[src/rtl/ra_pkg.sv]
package ra_pkg;
    typedef logic [1:0] ctr2_t;

    localparam ctr2_t CTR_RESET = 2'b10;

    function automatic ctr2_t ctr_step(input ctr2_t c, input logic up);
        ctr2_t r;
        r = c;
        if (up) begin
            if (c != 2'b11) r = c + 2'b01;
        end else begin
            if (c != 2'b00) r = c - 2'b01;
        end
        return r;
    endfunction
endpackage

[src/rtl/ra_pred_table.sv]
module ra_pred_table
    import ra_pkg::*;
#(
    parameter int PC_W  = 32,
    parameter int IDX_W = 6,
    parameter int ALIGN = 2
) (
    input  logic            clk,
    input  logic            rst_n,
    input  logic [PC_W-1:0] rd_pc,
    output logic            rd_useful,
    input  logic            wr_en,
    input  logic [PC_W-1:0] wr_pc,
    input  logic            wr_up
);
    localparam int ENTRIES = 1 << IDX_W;

    typedef struct packed {
        ctr2_t [ENTRIES-1:0] ctr;
    } tbl_t;

    tbl_t              st_d, st_q;
    logic [IDX_W-1:0]  rd_idx, wr_idx;

    assign rd_idx    = rd_pc[ALIGN +: IDX_W];
    assign wr_idx    = wr_pc[ALIGN +: IDX_W];
    assign rd_useful = st_q.ctr[rd_idx][1];

    always_comb begin
        st_d = st_q;
        if (wr_en) begin
            st_d.ctr[wr_idx] = ctr_step(st_q.ctr[wr_idx], wr_up);
        end
    end

    always_ff @(posedge clk) begin
        if (!rst_n) begin
            st_q.ctr <= {ENTRIES{CTR_RESET}};
        end else begin
            st_q <= st_d;
        end
    end
endmodule

[src/rtl/ra_phase_filter.sv]
module ra_phase_filter #(
    parameter int MISS_W = 8,
    parameter int WIN_N  = 4,
    parameter int MISS_T = 3,
    parameter int SKIP_M = 5,
    localparam int SKIP_W = $clog2(SKIP_M + 1)
) (
    input  logic              clk,
    input  logic              rst_n,
    input  logic              tr_valid,
    input  logic [MISS_W-1:0] tr_misses,
    input  logic              opp_valid,
    output logic [SKIP_W-1:0] skip_cnt,
    output logic              win_fail,
    output logic              quiet
);
    localparam int CNT_W = $clog2(WIN_N + 1);
    localparam int SUM_W = MISS_W + CNT_W;

    typedef struct packed {
        logic [CNT_W-1:0]  cnt;
        logic [SUM_W-1:0]  sum;
        logic [SKIP_W-1:0] skip;
    } flt_t;

    flt_t             st_d, st_q;
    logic [SUM_W-1:0] sum_now;
    logic             last;

    always_comb begin
        st_d     = st_q;
        sum_now  = st_q.sum + SUM_W'(tr_misses);
        last     = (st_q.cnt == CNT_W'(WIN_N - 1));
        win_fail = tr_valid && last && (sum_now < SUM_W'(MISS_T));
        if (opp_valid && st_q.skip != '0) begin
            st_d.skip = st_q.skip - SKIP_W'(1);
        end
        if (tr_valid) begin
            if (last) begin
                st_d.cnt = '0;
                st_d.sum = '0;
            end else begin
                st_d.cnt = st_q.cnt + CNT_W'(1);
                st_d.sum = sum_now;
            end
        end
        if (win_fail) begin
            st_d.skip = SKIP_W'(SKIP_M);
        end
    end

    assign skip_cnt = st_q.skip;
    assign quiet    = (st_q.skip == '0);

    always_ff @(posedge clk) begin
        if (!rst_n) begin
            st_q <= '0;
        end else begin
            st_q <= st_d;
        end
    end
endmodule

[src/rtl/ra_useful_gate.sv]
module ra_useful_gate #(
    parameter int PC_W   = 32,
    parameter int IDX_W  = 6,
    parameter int ALIGN  = 2,
    parameter int MISS_W = 8,
    parameter int WIN_N  = 4,
    parameter int MISS_T = 3,
    parameter int SKIP_M = 5
) (
    input  logic              clk,
    input  logic              rst_n,
    input  logic              query_valid,
    input  logic [PC_W-1:0]   query_pc,
    input  logic              query_never,
    output logic              allow,
    input  logic              train_valid,
    input  logic [PC_W-1:0]   train_pc,
    input  logic              train_useful,
    input  logic [MISS_W-1:0] train_misses
);
    localparam int SKIP_W = $clog2(SKIP_M + 1);

    logic              pred_useful;
    logic              quiet;
    logic              win_fail;
    logic [SKIP_W-1:0] skip_cnt;

    ra_pred_table #(.PC_W(PC_W), .IDX_W(IDX_W), .ALIGN(ALIGN)) u_tbl (
        .clk       (clk),
        .rst_n     (rst_n),
        .rd_pc     (query_pc),
        .rd_useful (pred_useful),
        .wr_en     (train_valid),
        .wr_pc     (train_pc),
        .wr_up     (train_useful)
    );

    ra_phase_filter #(.MISS_W(MISS_W), .WIN_N(WIN_N), .MISS_T(MISS_T), .SKIP_M(SKIP_M)) u_flt (
        .clk       (clk),
        .rst_n     (rst_n),
        .tr_valid  (train_valid),
        .tr_misses (train_misses),
        .opp_valid (query_valid),
        .skip_cnt  (skip_cnt),
        .win_fail  (win_fail),
        .quiet     (quiet)
    );

    assign allow = query_valid && pred_useful && quiet && !query_never;
endmodule

[config.mk]
export PLATFORM = sky130hd
export DESIGN_NAME = ra_useful_gate
export DESIGN_NICKNAME = d
export VERILOG_FILES = /design/src/rtl/ra_pkg.sv /design/src/rtl/ra_pred_table.sv /design/src/rtl/ra_phase_filter.sv /design/src/rtl/ra_useful_gate.sv
export SDC_FILE = /design/constraint.sdc
export NUM_CORES = 1
export LEC_CHECK = 0
export ABC_CLOCK_PERIOD_IN_PS = 6950
export BUFFER_PORTS_ARGS = -buffer_cell sky130_fd_sc_hd__buf_2
export CAP_MARGIN = 20
export CORE_MARGIN = 5
export CORE_UTILIZATION = 30
export CTS_BUF_LIST = sky130_fd_sc_hd__clkbuf_16
export DETAILED_ROUTE_END_ITERATION = 8
export GPL_TIMING_DRIVEN = 0
export PLACE_DENSITY_LB_ADDON = 0.3
export SYNTH_ARGS = -nofsm -noshare
export SYNTH_HDL_FRONTEND = slang
export SYNTH_HIERARCHICAL = 1
export SYNTH_SLANG_ARGS = --single-unit
[constraint.sdc]
create_clock -name clk -period 6.95 [get_ports clk]
set_clock_uncertainty 0.1 [all_clocks]
set_input_delay 1.0425 -clock clk [delete_from_list [all_inputs] [get_ports clk]]
set_output_delay 1.0425 -clock clk [all_outputs]
set_load 0.02 [all_outputs]
; ---- After elaboration in Yosys (flattened, before gate mapping)
; Index checks and enable logic that the tools add are counted.
[totals]
out_inout_bits = 1
ram_bits = 0
memories = 0
latchBits = 0
regBits = 145
elab_cells = 107
romBits = 0
input_bits = 78
[classes]
bitwise = 1
n_mux = 14
eq_ne = 2
shift = 0
reduce_logical = 13
n_mul = 0
magnitude_cmp = 4
n_div = 0
add_sub_neg = 5
[op_table]
columns = cell, count
row1 = 128-bit bitwise mux, 1
row2 = 2-bit binary-select mux with 6-bit select, 2
row3 = 6-bit by 7-bit < comparator with 1-bit output (second input constant), 2
row4 = 14-bit 2-to-1 mux, 1
row5 = 2-bit 2-to-1 mux, 7
row6 = 2-bit demux with 6-bit select, 1
row7 = 11-bit by 8-bit adder with 11-bit output, 1
row8 = 11-bit by 2-bit < comparator with 1-bit output (second input constant), 1
row9 = 1-bit logical AND, 7
row10 = 6-bit by 1-bit >= comparator with 1-bit output (second input constant), 1
row11 = 3-bit 2-to-1 mux, 2
row12 = 2-bit nonzero test, 2
row13 = 3-bit by 1-bit adder with 3-bit output (second input constant), 1
row14 = 3-bit by 2-bit equality test with 1-bit output (second input constant), 1
row15 = 3-bit zero test, 1
row16 = 3-bit nonzero test, 1
row17 = 3-bit by 1-bit subtractor with 3-bit output (second input constant), 1
row18 = 2-bit by 1-bit adder with 2-bit output (second input constant), 1
row19 = 2-bit != test (second input constant), 1
row20 = 2-bit OR reduction, 1
row21 = 2-bit by 1-bit subtractor with 2-bit output (second input constant), 1
row22 = 1-bit zero test, 1
row23 = 1-bit NOT, 1

; ---- Longest topological paths before layout
[logic_depth]
depth_word = 7
mapped_depth = 14
depth_no_buf = 8

; ---- By module
; The synthesis kept the hierarchy.
[modules_own_cells]
columns = module, seq_area_each_um2, area_per_inst_um2, n_inst, cells_each
row1 = ra_pred_table, 2562.5, 6571.3, 1, 681
row2 = ra_phase_filter, 340.3, 1191.1, 1, 134
row3 = ra_useful_gate, 0.0, 10.0, 1, 1

; ---- Least setup slack after synthesis
; Ideal clock, no wire load.
[synth_timing]
kind = input -> output
from = input port query_pc[2]
to = output port allow
cell_stages = 6
arrival_time_ns = 3.696
required_ns = 5.807
path_slack_ns = 2.111
path_buffers = 2
cell_sequence = clkbuf_1 -> buf_1 -> mux4_2 -> mux4_2 -> mux4_2 -> and4b_1
[synth_via]
elab_chain_len = 5
[synth_rtl]
columns = item, line
row1 = "start, declared", ra_useful_gate.sv:13  ; input logic [PC_W-1:0] query_pc,
row2 = 2-bit binary-select mux with 6-bit select, ra_pred_table.sv:27  ; assign rd_useful = st_q.ctr[rd_idx][1];
row3 = 2-bit 2-to-1 mux (not written as such), ra_pred_table.sv:27
row4 = net pred_useful, ra_useful_gate.sv:23  ; logic pred_useful;
row5 = 1-bit logical AND (3 in series), ra_useful_gate.sv:49  ; assign allow = query_valid && pred_useful && quiet && !query_never;
row6 = "end, declared", ra_useful_gate.sv:15  ; output logic allow,
; The timed path passes the listed nets, and every way through them passes these cells. The select of a mux whose other input is x is not followed.

; ---- Final worst setup path
; Ends and elaborated chain as after synthesis.

==> results.ini <==
[timing]
period_minus_slack_ns = 5.56
setup_viol = 0
fmaxAchievable_mhz = 180
setup_slack_ns = 1.39
drv_slew = 0
rsz0062_at_grt = false
hold_viol_final = 0
relSlewSlack = 0.339
finalCritPeriodShare = 0.801
setup_tns_ns = 0
worstMarginPinSlew_ns = 0.991

[placed_design]
gp_congestion = 0.915
dpl_cell_area_mm2 = 0.00828
pre_cts_slack_ns = 1.38
portBuffers = 23
dp_hpwl_um = 17700

[die]
dieArea_mm2 = 0.0291
coreArea_mm2 = 0.0253
fp.dieH_um = 171
dieWidth_um = 171
io_pins = 79
rows = 58
initial_utilization = 0.306

[critical_path]
crit_type = input port to primary output
cp-end-kind = primary output
cp-start-kind = input port
cp_max_fo = 10
rrSetupSlack_ns = 3.94
cp_data_required_time_ns = 5.81
r2r_start = u_tbl/st_q[126]$_SDFFE_PN0P_
crit_arrival_ns = 4.42
r2r_end = u_tbl/st_q[102]$_SDFFE_PN0P_
reg2regPathDepth = 8

[synth]
syn_nets = 903
synthCells = 813
synth_area_mm2 = 0.00775
ys_warn_count = 6
synth.avg_cell_area_um2 = 9.53

[route]
drc = 0
drtIter0Drc = 863
routedWlPerCell_um = 20.9
num_vias = 6929
drt_first_pass_iters = 8
ant_nets = 0
wl_um = 25000
vias_per_cell = 5.79

[layout]
n_antenna_cell = 0
final_util = 0.350
syn_to_final_growth_pct = 14.5
fin_nets = 945
drive_above_1_share = 0.165
stdcell_area_mm2 = 0.00887

[pwr]
power.leakage_nw = 2.93
p_per_area_mw_per_mm2 = 240
ir_drop_uv = 123

[grt]
grt_max_degree = 17
grt_pass1_vias = 6521
grt_pass1_wl_um = 39100
antenna_found_initial = 0
grt.total_usage = 0.174
overflow = 0

[clock_network]
post_cts.repair.setup_buffers = 0
cts_root_buffer = clkbuf_16
cts-htree-levels = 4
cts_buffers = 17
post_cts_resized = 0
cts_max_path_buffers = 2
ctsHoldBuffers = 0
cts_sinks = 145
clkLatencyLatePin_ns = 0.43
clk_pin_slew_ns = 0.06
cts_tree = yes

[status]
status = finished, final reports clean

[worst_hold_path]
whs_path_depth = 2
hp-start = u_flt/st_q[16]$_SDFFE_PN0P_
hold_path_end = u_flt/st_q[16]$_SDFFE_PN0P_
hp-class = register to register

[job]
cap_violations = 0

==> metal layers <==
metal  part of all wire  routed length (um)  global-route usage
met4              0.020                 508              0.0410
met1               0.47               11800               0.256
met5                  0                   0                   0
met2               0.43               10800               0.258
met3              0.073                1840              0.0423
==> final cells by class <==
type / count / area [um2]
Buffer: 68 / 395
Clock buffer: 17 / 425
Clock inverter: 14 / 168
Fill cell: 2561 / 16500
Inverter: 8 / 30.0
Multi-Input combinational cell: 592 / 4420
Sequential cell: 145 / 2900
Tap cell: 330 / 413
Timing Repair Buffer: 23 / 115
==> worst max path at each step <==
stage                      from    end  slack [ns]
finish              query_pc[2]  allow        1.39
global route        query_pc[2]  allow        1.20
CTS                 query_pc[2]  allow        1.37
detailed placement  query_pc[2]  allow        1.38
global placement    query_pc[2]  allow        1.45
floorplan           query_pc[2]  allow        2.11
==> cells in the final DEF, fill, tap and decap left out, types with 11 or more instances in the layout <==
cell type  count
dfxtp_1      145
a31oi_1      131
nor2_1        80
o21ai_0       69
nor3b_1       67
mux4_2        40
clkbuf_1      36
buf_2         33
a21oi_1       28
clkbuf_16     17
nand3b_1      17
buf_6         16
nand2_1       15
nand3_1       12
ha_1          11
==> power breakdown <==
part	total, mW	leakage (nW)	internal (mW)	switching (mW)
clock	0.936	0.290	0.562	0.374
sequential	0.861	1.17	0.850	0.0111
combinational	0.336	1.46	0.126	0.210
==> stage by stage <==
stage / power, mW / hold WS (ns) / instances
6_report: 2.13 / 0.371 / 1197
5_1_grt: 2.23 / 0.413 / 1197
4_1_cts: 2.15 / 0.372 / 1197
3_5_place_dp: 1.21 / 0.363 / 1166
3_3_place_gp: 1.21 / 0.352 / 1166
2_1_floorplan: 1.12 / 0.338 / 813
==> registers in the layout, indices dropped and copies added, names as in the netlist <==
| name | cells |
|---|---|
| u_tbl/st_q | 128 |
| u_flt/st_q | 14 |
| u_flt/skip_cnt | 3 |
==> worst max-delay path, stage by stage <==
cell and delay [ns]:
clkbuf_1 0.54, buf_1 0.81, mux4_2 0.62, mux4_2 0.55
mux4_2 0.50, and4b_1 0.19, buf_2 0.15
No activity file was read; power rests on OpenSTA's default activity.
